--- config.mk ---
export PLATFORM = sky130hd
export DESIGN_NAME = baud_tick_gen
export DESIGN_NICKNAME = d
export VERILOG_FILES = /design/src/rtl/baudgen_pkg.sv /design/src/rtl/baud_hold.sv /design/src/rtl/div_engine.sv /design/src/rtl/frac_engine.sv /design/src/rtl/baud_tick_gen.sv
export SDC_FILE = /design/constraint.sdc
export NUM_CORES = 1
export LEC_CHECK = 0
export BUFFER_PORTS_ARGS = -buffer_cell sky130_fd_sc_hd__buf_4
export CORE_UTILIZATION = 30
export DETAILED_ROUTE_END_ITERATION = 8
export PLACE_DENSITY_LB_ADDON = 0.2
export SYNTH_ARGS = -nofsm -noshare
export SYNTH_HDL_FRONTEND = slang
export SYNTH_SLANG_ARGS = --single-unit
--- constraint.sdc ---
create_clock -name clk -period 5.2 [get_ports clk]
set_input_delay 1.3 -clock clk [delete_from_list [all_inputs] [get_ports clk]]
set_output_delay 1.3 -clock clk [all_outputs]
set_load 0.005 [all_outputs]
--- src/rtl/baudgen_pkg.sv ---
package baudgen_pkg;
    typedef enum logic [1:0] {
        ST_IDLE = 2'd0,
        ST_DIV  = 2'd1,
        ST_FRAC = 2'd2
    } gen_state_e;
endpackage

--- src/rtl/baud_hold.sv ---
module baud_hold #(
    parameter int BAUD_W     = 16,
    parameter int RESET_BAUD = 1
) (
    input  logic              clk,
    input  logic              rst_n,
    input  logic              we,
    input  logic [BAUD_W-1:0] wdata,
    output logic [BAUD_W-1:0] value
);
    always_ff @(posedge clk or negedge rst_n) begin
        if (!rst_n)  value <= BAUD_W'(RESET_BAUD);
        else if (we) value <= wdata;
    end
endmodule

--- src/rtl/div_engine.sv ---
module div_engine #(
    parameter int BAUD_W = 16
) (
    input  logic              clk,
    input  logic              rst_n,
    input  logic              en,
    input  logic              clr,
    input  logic [BAUD_W-1:0] divisor,
    output logic              tick
);
    logic [BAUD_W-1:0] cnt_q;
    logic [BAUD_W-1:0] limit;

    // divisors 0 and 1 both wrap every clock
    assign limit = (divisor <= BAUD_W'(1)) ? '0 : divisor - BAUD_W'(1);

    always_ff @(posedge clk or negedge rst_n) begin
        if (!rst_n) begin
            cnt_q <= '0;
            tick  <= 1'b0;
        end else if (clr || !en) begin
            cnt_q <= '0;
            tick  <= 1'b0;
        end else if (cnt_q >= limit) begin
            cnt_q <= '0;
            tick  <= 1'b1;
        end else begin
            cnt_q <= cnt_q + BAUD_W'(1);
            tick  <= 1'b0;
        end
    end

    // with a divisor of two or more, ticks never fall on adjacent clocks
    assert_div_gap_R2: assert property (@(posedge clk) disable iff (!rst_n)
        (tick && divisor > BAUD_W'(1)) |=> (!tick || !$stable(divisor)));
endmodule

--- src/rtl/frac_engine.sv ---
module frac_engine #(
    parameter int BAUD_W = 16
) (
    input  logic              clk,
    input  logic              rst_n,
    input  logic              en,
    input  logic              clr,
    input  logic [BAUD_W-1:0] incr,
    output logic              tick
);
    localparam int SUM_W = BAUD_W + 1;

    logic [BAUD_W-1:0] acc_q;
    logic [SUM_W-1:0]  sum;

    assign sum = SUM_W'(acc_q) + SUM_W'(incr);

    always_ff @(posedge clk or negedge rst_n) begin
        if (!rst_n) begin
            acc_q <= '0;
            tick  <= 1'b0;
        end else if (clr || !en) begin
            acc_q <= '0;
            tick  <= 1'b0;
        end else begin
            acc_q <= sum[BAUD_W-1:0];
            tick  <= sum[BAUD_W];
        end
    end

    // a zero increment can never carry
    assert_frac_zero_R4: assert property (@(posedge clk) disable iff (!rst_n)
        (incr == '0) |=> !tick);
endmodule

--- src/rtl/baud_tick_gen.sv ---
module baud_tick_gen #(
    parameter int BAUD_W     = 16,
    parameter int RESET_BAUD = 1
) (
    input  logic              clk,
    input  logic              rst_n,
    input  logic              run_en,
    input  logic              frac_mode,
    input  logic              baud_we,
    input  logic [BAUD_W-1:0] baud_wdata,
    output logic              tick_o
);
    import baudgen_pkg::*;

    gen_state_e        state_q, state_nx;
    logic              restart;
    logic              div_en, frac_en;
    logic              div_tick, frac_tick;
    logic [BAUD_W-1:0] baud_q;

    baud_hold #(.BAUD_W(BAUD_W), .RESET_BAUD(RESET_BAUD)) u_hold (
        .clk(clk), .rst_n(rst_n), .we(baud_we), .wdata(baud_wdata), .value(baud_q)
    );

    // state register
    always_ff @(posedge clk or negedge rst_n) begin
        if (!rst_n) state_q <= ST_IDLE;
        else        state_q <= state_nx;
    end

    // transitions: any state goes to IDLE when stopped, else to the mode's state
    always_comb begin
        state_nx = state_q;
        unique case (state_q)
            ST_IDLE: begin
                if (run_en) state_nx = frac_mode ? ST_FRAC : ST_DIV;
            end
            ST_DIV: begin
                if (!run_en)        state_nx = ST_IDLE;
                else if (frac_mode) state_nx = ST_FRAC;
            end
            ST_FRAC: begin
                if (!run_en)         state_nx = ST_IDLE;
                else if (!frac_mode) state_nx = ST_DIV;
            end
            default: state_nx = ST_IDLE;
        endcase
    end

    assign restart = baud_we || (state_nx != state_q);

    // outputs: engine selection
    always_comb begin
        div_en  = 1'b0;
        frac_en = 1'b0;
        unique case (state_q)
            ST_IDLE: ;
            ST_DIV:  div_en  = 1'b1;
            ST_FRAC: frac_en = 1'b1;
            default: ;
        endcase
    end

    div_engine #(.BAUD_W(BAUD_W)) u_div (
        .clk(clk), .rst_n(rst_n), .en(div_en), .clr(restart),
        .divisor(baud_q), .tick(div_tick)
    );

    frac_engine #(.BAUD_W(BAUD_W)) u_frac (
        .clk(clk), .rst_n(rst_n), .en(frac_en), .clr(restart),
        .incr(baud_q), .tick(frac_tick)
    );

    assign tick_o = div_tick | frac_tick;

    assert_stopped_quiet_R5: assert property (@(posedge clk) disable iff (!rst_n)
        !run_en |=> !tick_o);

    assert_write_restart_R6: assert property (@(posedge clk) disable iff (!rst_n)
        baud_we |=> !tick_o);

    assert_mode_restart_R7: assert property (@(posedge clk) disable iff (!rst_n)
        (state_nx != state_q) |=> !tick_o);

    assert_small_div_R3: assert property (@(posedge clk) disable iff (!rst_n)
        (state_q == ST_DIV && !restart && baud_q <= BAUD_W'(1)) |=> tick_o);

    assert_single_engine_R1: assert property (@(posedge clk) disable iff (!rst_n)
        !(div_tick && frac_tick));
endmodule

==> out/metrics.csv, run 1 <==
stage,metric,value,unit
outcome,status,completed,
global_route,vias in the first global route,2547,
pwr,Power Dens Cells,217.7,nW/um2
route,Final ANT Viol Nets,0,
floorplan,row cnt,38,
sta,post-route setup TNS,0,ns
sta,Max-slew headroom,42.13,%
logic_synthesis,register area share after synthesis,39.19,%
setup_path,Worst Path Arrival,4.88,ns
floorplan,Die H,107.3,um
logic_synthesis,syn_nets,401,
sta,fin crit share,89.51,%
clocking,clk buf depth,2,
logic_synthesis,Seq cells post-synth,52,
flow_run,Max-Cap Viols,0,
clocking,TritonCTS Buffers,5,
pwr,Pleak,1.744,nW
sta,worst slew pin tran,0.8615,ns
setup_path,CP max FO,16,
route,Avg WL per Cell,13.18,um
logic_synthesis,Synth top cells by count,"dfrtp_1 (51), nor2_1 (39), nand2_1 (36), ha_1 (35), xor2_1 (29)",
final_layout,fill count,1118,
clocking,Worst-path clk slew,0.09,ns
clocking,hold_buf cts,0,
route,Initial DRT Pass Iterations,6,
clocking,Root Buffer,clkbuf_8,
logic_synthesis,Syn Std Cell Area,3323,um2
logic_synthesis,most common cell in the netlist,dfrtp_1,
clocking,clock sinks,52,
global_route,GRT Total Usage,13.21,%
route,final wirelength,6644,um
placed_design,Post-Place Cells,496,
placed_design,placed wire-length estimate,5161,um
logic_synthesis,Synth async-reset ratio,100.0,%
floorplan,Starting Density,30.79,%
route,DRC viols,0,
logic_synthesis,Synth Warn #,0,
logic_synthesis,Synth top area share,38.40,%
sta,FMAX,0.2148,GHz
route,Via density,4.853,
clocking,H-tree levels,2,
logic_synthesis,dominant cells by area after synthesis,"dfrtp_1 (38%), ha_1 (13%), xor2_1 (7.6%), mux2_2 (5.4%), nor2_1 (4.4%)",
final_layout,Util after Layout,34.31,%
sta,final setup skew,0.01315,ns
final_layout,nets,420,
setup_path,crit path kind,reg2reg,
logic_synthesis,Synth area leader,dfrtp_1,
final_layout,share of cells above drive strength 1,14.01,%
sta,Final setup viols,0,
global_route,first-pass GRT wire length,12020,um
clocking,post-CTS setup buffer count,0,
floorplan,Ports,22,
pwr,peak supply drop,0.09144,mV
sta,Fin. Hold Viols,0,
global_route,largest net degree at the start of global routing,53,
sta,Max Slew Vio Count,0,
floorplan,core area,10790,um2
setup_path,startpoint types,flip-flop,
worst_hold_path,min-delay worst type,reg2reg,
logic_synthesis,Syn Area/Cell,9.660,um2
logic_synthesis,Cells after Synth,344,
clocking,number of gates resized after CTS,0,
route,via count,2446,
logic_synthesis,Most used DFF post-synth,dfrtp_1,
global_route,GRT overflow,0,
placed_design,port bufs,21,
sta,minimum clock period,4.655,ns
clocking,clk_lat worst skew,0.31,ns
global_route,met1 usage,17.84,%
floorplan,die width,107.3,um
clocking,CTS tree,yes,
setup_path,CP required,5.43,ns
global_route,busiest grt layer,met2,
sta,RSZ-0062 raised after global routing,false,
logic_synthesis,Post-synth EDFFs,0,
global_route,met3 Use GR,2.119,%
setup_path,endpoint class of the critical path,flip-flop,
final_layout,Layout area overhead,11.45,%
global_route,grt met2 use,21.98,%
floorplan,die area,11500,um2
route,DR iter-0 viols,54,
logic_synthesis,unique cell type count in the Yosys netlist,46,
final_layout,# diodes,0,
global_route,antenna violations before repair,0,
sta,WHS,0.5669,ns
placed_design,GP Congestion,0.7714,
final_layout,Finished Layout Cells,504,
state kept, by name, summed over array words and instances (netlist names):
name          count
state_q           2
u_div.cnt_q      16
u_div.tick        1
u_frac.acc_q     16
u_frac.tick       1
u_hold.value     16
kinds of logic after synthesis:
kind of cell / Yosys count / synth area share, %
AOI/OAI and AO/OA: 50 / 9.451
xor gates and xnor gates: 37 / 9.751
adders and majority gates: 36 / 13.78
buffers and inverters: 19 / 2.447
DFF: 52 / 39.19
muxes: 18 / 6.024
and+or+nand+nor: 132 / 19.35
layout by cell type (no fill, tap or decap), drive strengths merged, types with 4 or more instances in the layout:
cell type  Yosys  routed
nand4          4       4
and3           4       4
nand2         36      36
nand3          9       9
or3            5       5
a21o           4       4
xor2          29      29
inv            9       9
nand2b         4       4
nor4           5       5
a21oi         18      18
nor3           9       9
clkbuf         7       5
and4           4       4
xnor2          8       8
and2           4       4
dfrtp         51      51
ha            35      35
mux2          16      16
o21ai         10      10
buf            3      22
nor2          39      39
power breakdown:
| part | internal, mW | switching [mW] | total [mW] |
|---|---|---|---|
| Combinational | 0.0630 | 0.0711 | 0.134 |
| Sequential | 0.419 | 0.0207 | 0.440 |
| Clock | 0.0942 | 0.138 | 0.233 |
worst max-delay path, stage by stage (launching register included):
cell and delay, ns:
dfrtp_1 0.43, or4_4 0.56, or3_4 0.36, or4_1 0.51
or4_1 0.49, buf_4 0.19, and2_2 0.19, ha_1 0.25
nand2b_1 0.13, a2111o_1 0.40, a21oi_1 0.17, o21ai_0 0.12
or3_1 0.58, nor2_1 0.19
layout make-up:
class                   count  area, um2  area share, %
clock buffers               5      68.82          1.858
clock inverters             3      18.77         0.5068
inverters                   9      33.78         0.9122
multi-input cells         273       1939          52.36
flip-flops and latches     52       1303          35.17
well taps                 140      175.2          4.730
repair buffers             22      165.2          4.459
path summary, 6_finish.rpt:
kind	startpoint	to	slack (ns)	cells after the start
max	u_hold.value[5]	u_div.cnt_q[11]	0.55	13
min	u_div.cnt_q[0]	u_div.cnt_q[0]	0.57	1
max reg2reg	u_hold.value[5]	u_div.cnt_q[11]	0.55	13
min reg2reg	u_div.cnt_q[0]	u_div.cnt_q[0]	0.57	1
max in group asynchronous	rst_n	u_div.cnt_q[8]	3.72	1
min in group asynchronous	rst_n	u_frac.acc_q[12]	1.02	1
routing by layer:
layer	up-vias	part of all wire, %
li1	1245	-
met1	1166	49
met2	27	47
met3	8	2.6
met4	0	1.1
met5	-	0
through the flow:
step / cell area, um2 / power, mW / worst slack (ns)
2_1_floorplan: 3323 / 0.5370 / 0.7963
3_3_place_gp: 3616 / 0.5822 / 0.6110
3_5_place_dp: 3616 / 0.5841 / 0.5144
4_1_cts: 3704 / 0.8209 / 0.4896
5_1_grt: 3704 / 0.8565 / 0.2622
6_report: 3704 / 0.8064 / 0.5452
Note: power is estimated with default switching activity, not from simulation.
==> run 2, diff against run 1 <==
Settings changed: CELL_PAD_IN_SITES_DETAIL_PLACEMENT set to 0, CELL_PAD_IN_SITES_GLOBAL_PLACEMENT set to 1, CTS_CLUSTER_SIZE set to 14.
==> run 2 against run 1 <==
Effect of this change: sequential cell count is the same; critical path type unchanged; largest power group unchanged; routed wire length grew 9.1%; die area is the same; final cell count is the same; sequential power is essentially flat.
==> out/metrics.csv, run 2 (synthesized netlist as in run 1, its figures left out) <==
stage,metric,value,unit,change
route,Routed met1 length,3666,um,was 3260 um
final_layout,Util after Layout,34.50,%,was 34.31%
sta,WHS,0.5600,ns,was 0.5669 ns
final_layout,Layout area overhead,12.05,%,was 11.45%
flow_run,Max-Cap Viols,0,,unchanged
floorplan,row cnt,38,,unchanged
setup_path,RR Startpoint,u_hold.value[5],,unchanged
pwr,combinational power share,15.7,%,was 16.6%
route,DR iter-0 viols,99,,was 54
sta,Fin. Hold Viols,0,,unchanged
floorplan,die area,11500,um2,unchanged
route,Final ANT Viol Nets,0,,unchanged
sta,Max-slew headroom,51.86,%,was 42.13%
pwr,Internal Power,0.6254,mW,was 0.5762 mW
clocking,post-CTS setup buffer count,0,,unchanged
route,DRC viols,0,,unchanged
global_route,antenna violations before repair,0,,unchanged
clocking,TritonCTS Buffers,5,,unchanged
global_route,GRT overflow,0,,unchanged
final_layout,nets,420,,unchanged
floorplan,Die H,107.3,um,unchanged
setup_path,flop2flop setup slack,0.52,ns,was 0.55 ns
setup_path,startpoint types,flip-flop,,unchanged
placed_design,GP Congestion,0.7694,,was 0.7714
clocking,Worst-path clk slew,0.10,ns,was 0.09 ns
sta,RSZ-0062 raised after global routing,false,,unchanged
placed_design,port bufs,21,,unchanged
placed_design,placed wire-length estimate,5466,um,was 5161 um
sta,FMAX,0.2136,GHz,was 0.2148 GHz
route,Via density,4.861,,was 4.853
setup_path,Worst Path Arrival,4.92,ns,was 4.88 ns
sta,worst slew pin tran,0.7166,ns,was 0.8615 ns
global_route,vias in the first global route,2451,,"was 2,547"
pwr,Power Total,0.8617,mW,was 0.8064 mW
route,Avg WL per Cell,14.38,um,was 13.18 um
sta,minimum clock period,4.682,ns,was 4.655 ns
pwr,Pleak,1.751,nW,was 1.744 nW
route,met3 wire len,147,um,was 171 um
clocking,Root Buffer,clkbuf_8,,unchanged
setup_path,CP Launch Point,u_hold.value[5],,unchanged
clocking,clk_lat worst skew,0.32,ns,was 0.31 ns
sta,Max Slew Vio Count,0,,unchanged
pwr,NetSw,0.2363,mW,was 0.2302 mW
pwr,clock power share,33.1,%,was 28.9%
global_route,GRT Total Usage,13.75,%,was 13.21%
route,Initial DRT Pass Iterations,4,,was 6
pwr,peak supply drop,0.1290,mV,was 0.09144 mV
pwr,Power Dens Cells,231.4,nW/um2,was 217.7 nW/um2
floorplan,core area,10790,um2,unchanged
floorplan,Starting Density,30.79,%,unchanged
final_layout,most frequent cells in the layout,"dfrtp_1 (51), nor2_1 (39), nand2_1 (36)",,unchanged
clocking,clock sinks,52,,unchanged
setup_path,endpoint class of the critical path,flip-flop,,unchanged
pwr,sequential share of power,51.2,%,was 54.5%
setup_path,critical path capture point,u_div.cnt_q[12],,was u_div.cnt_q[11]
global_route,first-pass GRT wire length,12280,um,"was 12,020 um"
sta,Final setup viols,0,,unchanged
route,final wirelength,7247,um,was 6644 um
clocking,clk buf depth,2,,unchanged
route,WL met2,3360,um,was 3137 um
sta,fin crit share,90.05,%,was 89.51%
route,via count,2450,,"was 2,446"
setup_path,Reg2Reg Depth,13,,unchanged
setup_path,crit path kind,reg2reg,,unchanged
clocking,hold_buf cts,0,,unchanged
clocking,H-tree levels,2,,unchanged
global_route,largest net degree at the start of global routing,53,,unchanged
outcome,status,completed,,unchanged
setup_path,Worst R2R End,u_div.cnt_q[12],,was u_div.cnt_q[11]
setup_path,CP required,5.44,ns,was 5.43 ns
final_layout,largest registers,"u_div.cnt_q (16), u_frac.acc_q (16), u_hold.value (16)",,unchanged
floorplan,Ports,22,,unchanged
final_layout,# diodes,0,,unchanged
final_layout,fill count,1120,,"was 1,118"
final_layout,share of cells above drive strength 1,13.74,%,was 14.01%
worst_hold_path,min-delay worst type,reg2reg,,unchanged
setup_path,CP max FO,16,,unchanged
clocking,number of gates resized after CTS,0,,unchanged
route,max layer used,met4,,unchanged
floorplan,die width,107.3,um,unchanged
final_layout,"most common cell after layout, fill and taps aside",dfrtp_1,,unchanged
sta,post-route setup TNS,0,ns,unchanged
clocking,CTS tree,yes,,unchanged
sta,final setup skew,0.01002,ns,was 0.01315 ns
pwr,sw frac,27.43,%,was 28.55%
## run 2: cell count changes in the layout (fill, tap and decap cells not counted), sizes merged
cell    previous run  this run
clkinv             3         1
bufinv             0         1
clkbuf             5         6
## run 2: cell type report
class                   count  area, um2  area share, %
clock buffers               6      72.57          1.949
clock inverters             2      35.03         0.9409
repair buffers             22      165.2          4.435
inverters                   9      33.78         0.9073
multi-input cells         273       1939          52.08
flip-flops and latches     52       1303          34.98
well taps                 140      175.2          4.704
## run 2: routing by layer
metal / GRT usage [%] / vias to the layer above
li1: - / 1242
met1: 18.61 / 1182
met2: 22.40 / 20
met3: 2.724 / 6
met4: 3.523 / 0
met5: 0 / -
## run 2: power groups by stage
stage	logic (mW)	registers [mW]	clock network, mW
final	0.135	0.441	0.285
after global routing	0.155	0.445	0.312
after CTS	0.138	0.442	0.299
after detailed placement	0.136	0.450	0
after global placement	0.137	0.450	0
after floorplan	0.0956	0.441	0
## run 2: worst min-delay path by stage
stage | slack [ns] | cells after the start | end | start
after detailed placement | 0.54 | 3 | state_q[0] | state_q[1]
after CTS | 0.56 | 3 | state_q[0] | state_q[1]
after floorplan | 0.49 | 1 | u_div.cnt_q[0] | u_div.cnt_q[0]
after global placement | 0.55 | 3 | state_q[0] | state_q[1]
after global routing | 0.62 | 3 | state_q[0] | state_q[1]
final | 0.56 | 3 | state_q[0] | state_q[1]
## run 2: through the flow
stage | std cells | cell area [um2] | setup WS (ns)
floorplan | 344 | 3323 | 0.7963
global route | 504 | 3724 | 0.2405
CTS | 504 | 3724 | 0.4806
finish | 504 | 3724 | 0.5175
global placement | 496 | 3616 | 0.6113
detailed placement | 496 | 3616 | 0.5304
## run 2: critical path: stages (launching register included)
cell	delay [ns]
dfrtp_1	0.44
or4_4	0.56
or3_4	0.36
or4_1	0.51
or4_1	0.50
buf_4	0.19
and2_2	0.20
ha_1	0.25
nand2b_1	0.14
a2111o_1	0.40
a21oi_1	0.15
o21ai_0	0.11
or3_1	0.58
nor2_1	0.20
==> run 3, diff against run 2 <==
Settings changed: SYNTH_HIERARCHICAL set to 1.
==> run 3 against run 2 <==
Effect of this change: sequential power increased by 0.9%; design area increased by 7.2%; setup slack improved by 0.51 ns; combinational power increased by 16%; final cell count increased by 5.0%; sequential cell count unchanged; first-iteration DRC count increased by 2.0%; register-to-register slack improved by 0.51 ns; clock skew decreased by 0.0060 ns; fmax increased by 12%; count of clock-buffer cells in the layout increased by 2; critical path type unchanged; highest routed layer unchanged.
==> out/metrics.csv, run 3 <==
stage,metric,value,unit,change
outcome,status,completed,,unchanged
sta,Max Slew Vio Count,0,,unchanged
pwr,Power Dens Cells,235.9,nW/um2,was 231.4 nW/um2
final_layout,largest registers,"u_div/cnt_q (16), u_frac/acc_q (16), u_hold/value (16)",,"was u_div.cnt_q (16), u_frac.acc_q (16), u_hold.value (16)"
logic_synthesis,register area share after synthesis,36.34,%,was 39.19%
setup_path,CP Launch Point,u_hold/value[11],,was u_hold.value[5]
pwr,Power Total,0.9420,mW,was 0.8617 mW
logic_synthesis,Post-synth EDFFs,0,,unchanged
clocking,number of gates resized after CTS,0,,unchanged
global_route,largest net degree at the start of global routing,53,,unchanged
global_route,antenna violations before repair,0,,unchanged
final_layout,Layout area overhead,11.38,%,was 12.05%
flow_run,Max-Cap Viols,0,,unchanged
route,final wirelength,7859,um,was 7247 um
pwr,combinational power share,16.7,%,was 15.7%
final_layout,nets,442,,was 420
route,Avg WL per Cell,14.86,um,was 14.38 um
clocking,clk_lat worst skew,0.29,ns,was 0.32 ns
route,Via density,4.934,,was 4.861
placed_design,port bufs,21,,unchanged
clocking,Root Buffer,clkbuf_16,,was clkbuf_8
global_route,vias in the first global route,2631,,"was 2,451"
logic_synthesis,Synth area leader,dfrtp_1,,unchanged
logic_synthesis,Syn Area/Cell,9.768,um2,was 9.660 um2
sta,post-route setup TNS,0,ns,unchanged
sta,FMAX,0.2397,GHz,was 0.2136 GHz
logic_synthesis,most common cell in the netlist,dfrtp_1,,unchanged
clocking,H-tree levels,2,,unchanged
logic_synthesis,Synth Warn #,6,,was 0
setup_path,CP most frequent cell,or4_4,,was or4_1
sta,minimum clock period,4.172,ns,was 4.682 ns
logic_synthesis,Synth async-reset ratio,100.0,%,unchanged
sta,WHS,0.5426,ns,was 0.5600 ns
pwr,Internal Power,0.6866,mW,was 0.6254 mW
pwr,Pleak,1.822,nW,was 1.751 nW
setup_path,critical-path cell list,or4_4 -> or4_4 -> or4_4 -> and2_1 -> ha_1 -> nand2b_1 -> a2111o_1 -> a31oi_1 -> nand3b_1 -> nor2b_1,,was or4_4 -> or3_4 -> or4_1 -> or4_1 -> buf_4 -> and2_2 -> ha_1 -> nand2b_1 -> a2111o_1 -> a21oi_1 -> o21ai_0 -> or3_1 -> nor2_1
setup_path,RR Startpoint,u_hold/value[11],,was u_hold.value[5]
pwr,sequential share of power,47.2,%,was 51.2%
sta,worst slew pin tran,0.6945,ns,was 0.7166 ns
final_layout,# diodes,0,,unchanged
final_layout,share of cells above drive strength 1,16.06,%,was 13.74%
logic_synthesis,Seq cells post-synth,52,,unchanged
floorplan,Ports,22,,unchanged
clocking,CTS tree,yes,,unchanged
final_layout,area occupied by multi-input gates,2151,um2,was 1939 um2
sta,fin crit share,80.23,%,was 90.05%
setup_path,Worst R2R End,u_div/cnt_q[5],,was u_div.cnt_q[12]
setup_path,flop2flop setup slack,1.03,ns,was 0.52 ns
logic_synthesis,syn_nets,424,,was 401
sta,final setup skew,0.004019,ns,was 0.01002 ns
route,Final ANT Viol Nets,0,,unchanged
route,via count,2610,,"was 2,450"
logic_synthesis,Most used DFF post-synth,dfrtp_1,,unchanged
route,Initial DRT Pass Iterations,4,,unchanged
worst_hold_path,min-delay worst type,reg2reg,,unchanged
logic_synthesis,Synth top area share,35.60,%,was 38.40%
setup_path,"Slowest-stage cell, CP",or4_4,,was or3_1
setup_path,crit path kind,reg2reg,,unchanged
pwr,clock power share,36.1,%,was 33.1%
placed_design,Area after DPL,3846,um2,was 3616 um2
clocking,clock sinks,52,,unchanged
sta,Fin. Hold Viols,0,,unchanged
placed_design,Post-Place Cells,521,,was 496
setup_path,Reg2Reg Depth,10,,was 13
final_layout,most frequent cells in the layout,"dfrtp_1 (51), nand2_1 (40), nor2_1 (38)",,"was dfrtp_1 (51), nor2_1 (39), nand2_1 (36)"
placed_design,GP Congestion,0.7781,,was 0.7694
sta,Final WS setup,1.028,ns,was 0.5175 ns
setup_path,"delay-heaviest family, CP",simple AND/OR/NAND/NOR gates,,unchanged
floorplan,Starting Density,31.13,%,was 30.79%
floorplan,core area,11520,um2,"was 10,790 um2"
floorplan,row cnt,39,,was 38
route,DRC viols,0,,unchanged
clocking,clk buf depth,2,,unchanged
floorplan,die width,111.3,um,was 107.3 um
logic_synthesis,Cells after Synth,367,,was 344
route,DR iter-0 viols,101,,was 99
placed_design,"worst slack, placed",1.026,ns,was 0.5304 ns
logic_synthesis,Syn Std Cell Area,3585,um2,was 3323 um2
setup_path,Worst Path Arrival,4.38,ns,was 4.92 ns
pwr,NetSw,0.2554,mW,was 0.2363 mW
global_route,GRT overflow,0,,unchanged
setup_path,CP Buf/Inv Count,0,,was 1
setup_path,CP required,5.41,ns,was 5.44 ns
sta,Max-slew headroom,53.56,%,was 51.86%
pwr,peak supply drop,0.1095,mV,was 0.1290 mV
setup_path,max incr delay on CP,0.63,ns,was 0.58 ns
setup_path,total stage count of the critical path,10,,was 13
clocking,TritonCTS Buffers,5,,unchanged
clocking,hold_buf cts,0,,unchanged
setup_path,startpoint types,flip-flop,,unchanged
worst_hold_path,Min-Delay Path Depth,1,,was 3
clocking,post-CTS setup buffer count,0,,unchanged
setup_path,CP max FO,16,,unchanged
global_route,GRT Total Usage,13.95,%,was 13.75%
final_layout,Finished Layout Cells,529,,was 504
final_layout,fill count,1175,,"was 1,120"
logic_synthesis,dominant cells by area after synthesis,"dfrtp_1 (36%), ha_1 (12%), xor2_1 (4.6%), mux2_4 (4.2%), nand2_1 (4.2%)",,"was dfrtp_1 (38%), ha_1 (13%), xor2_1 (7.6%), mux2_2 (5.4%), nor2_1 (4.4%)"
final_layout,"most common cell after layout, fill and taps aside",dfrtp_1,,unchanged
sta,Final setup viols,0,,unchanged
floorplan,Die H,111.3,um,was 107.3 um
setup_path,critical path capture point,u_div/cnt_q[5],,was u_div.cnt_q[12]
global_route,first-pass GRT wire length,13620,um,"was 12,280 um"
clocking,Worst-path clk slew,0.07,ns,was 0.10 ns
floorplan,die area,12390,um2,"was 11,500 um2"
final_layout,Util after Layout,34.67,%,was 34.50%
final_layout,storage element area,1303,um2,unchanged
placed_design,placed wire-length estimate,6067,um,was 5466 um
logic_synthesis,Synth top cells by count,"dfrtp_1 (51), nand2_1 (40), nor2_1 (38), ha_1 (35)",,"was dfrtp_1 (51), nor2_1 (39), nand2_1 (36), ha_1 (35), xor2_1 (29)"
logic_synthesis,unique cell type count in the Yosys netlist,58,,was 46
final_layout,final instance area,3993,um2,was 3724 um2
pwr,sw frac,27.11,%,was 27.43%
setup_path,endpoint class of the critical path,flip-flop,,unchanged
sta,RSZ-0062 raised after global routing,false,,unchanged
run 3: changes by cell type in the layout (fill, tap and decap cells not counted), sizes merged, moves of 4 or more:
cell,previous run,this run
xor2,29,19
nor4,5,1
o221ai,0,4
nor3,9,13
nand2,36,41
inv,9,13
nand2b,4,8
nand4,4,9
xnor2,8,15
run 3: power groups by stage:
stage               Sequential (mW)  Combinational (mW)  Clock [mW]
CTS                           0.445               0.160       0.353
global route                  0.448               0.182       0.368
detailed placement            0.453               0.159           0
global placement              0.453               0.159           0
floorplan                     0.444               0.117           0
finish                        0.445               0.157       0.340
run 3: logic make-up after synthesis:
logic type / count (synthesis) / share of synthesized area [%]
simple gates: 142 / 19.76
compound gates: 59 / 11.94
flops: 52 / 36.34
fa+ha+maj: 36 / 12.77
xor+xnor: 34 / 8.307
buf+inv: 24 / 3.665
mux: 20 / 7.225
run 3: final cells by class:
type	instances	area share (%)
well taps	143	4.481
inverters	13	1.222
clock buffers	8	3.667
multi-input cells	291	53.87
flip-flops and latches	52	32.62
repair buffers	22	4.137
run 3: worst min path at each step:
stage	start	to	slack (ns)
floorplan	u_div/cnt_q[0]	u_div/cnt_q[0]	0.47
global placement	u_div/cnt_q[0]	u_div/cnt_q[0]	0.51
detailed placement	u_div/cnt_q[0]	u_div/cnt_q[0]	0.53
CTS	u_div/cnt_q[0]	u_div/cnt_q[0]	0.54
global route	u_div/cnt_q[0]	u_div/cnt_q[0]	0.58
finish	u_div/cnt_q[0]	u_div/cnt_q[0]	0.54
run 3: per-layer routing:
| metal | routed length [um] | part of all wire [%] | global-route usage (%) |
|---|---|---|---|
| met5 | 0 | 0 | 0 |
| met4 | 102 | 1.3 | 3.514 |
| met3 | 151 | 1.9 | 2.460 |
| met2 | 3630 | 46 | 22.67 |
| met1 | 3974 | 51 | 19.16 |
run 3: worst reg2reg max path, stage by stage, from the launching register on:
cell and delay, ns:
dfrtp_1 0.43, or4_4 0.57, or4_4 0.43, or4_4 0.63, and2_1 0.21, ha_1 0.26
nand2b_1 0.14, a2111o_1 0.40, a31oi_1 0.24, nand3b_1 0.53, nor2b_1 0.26
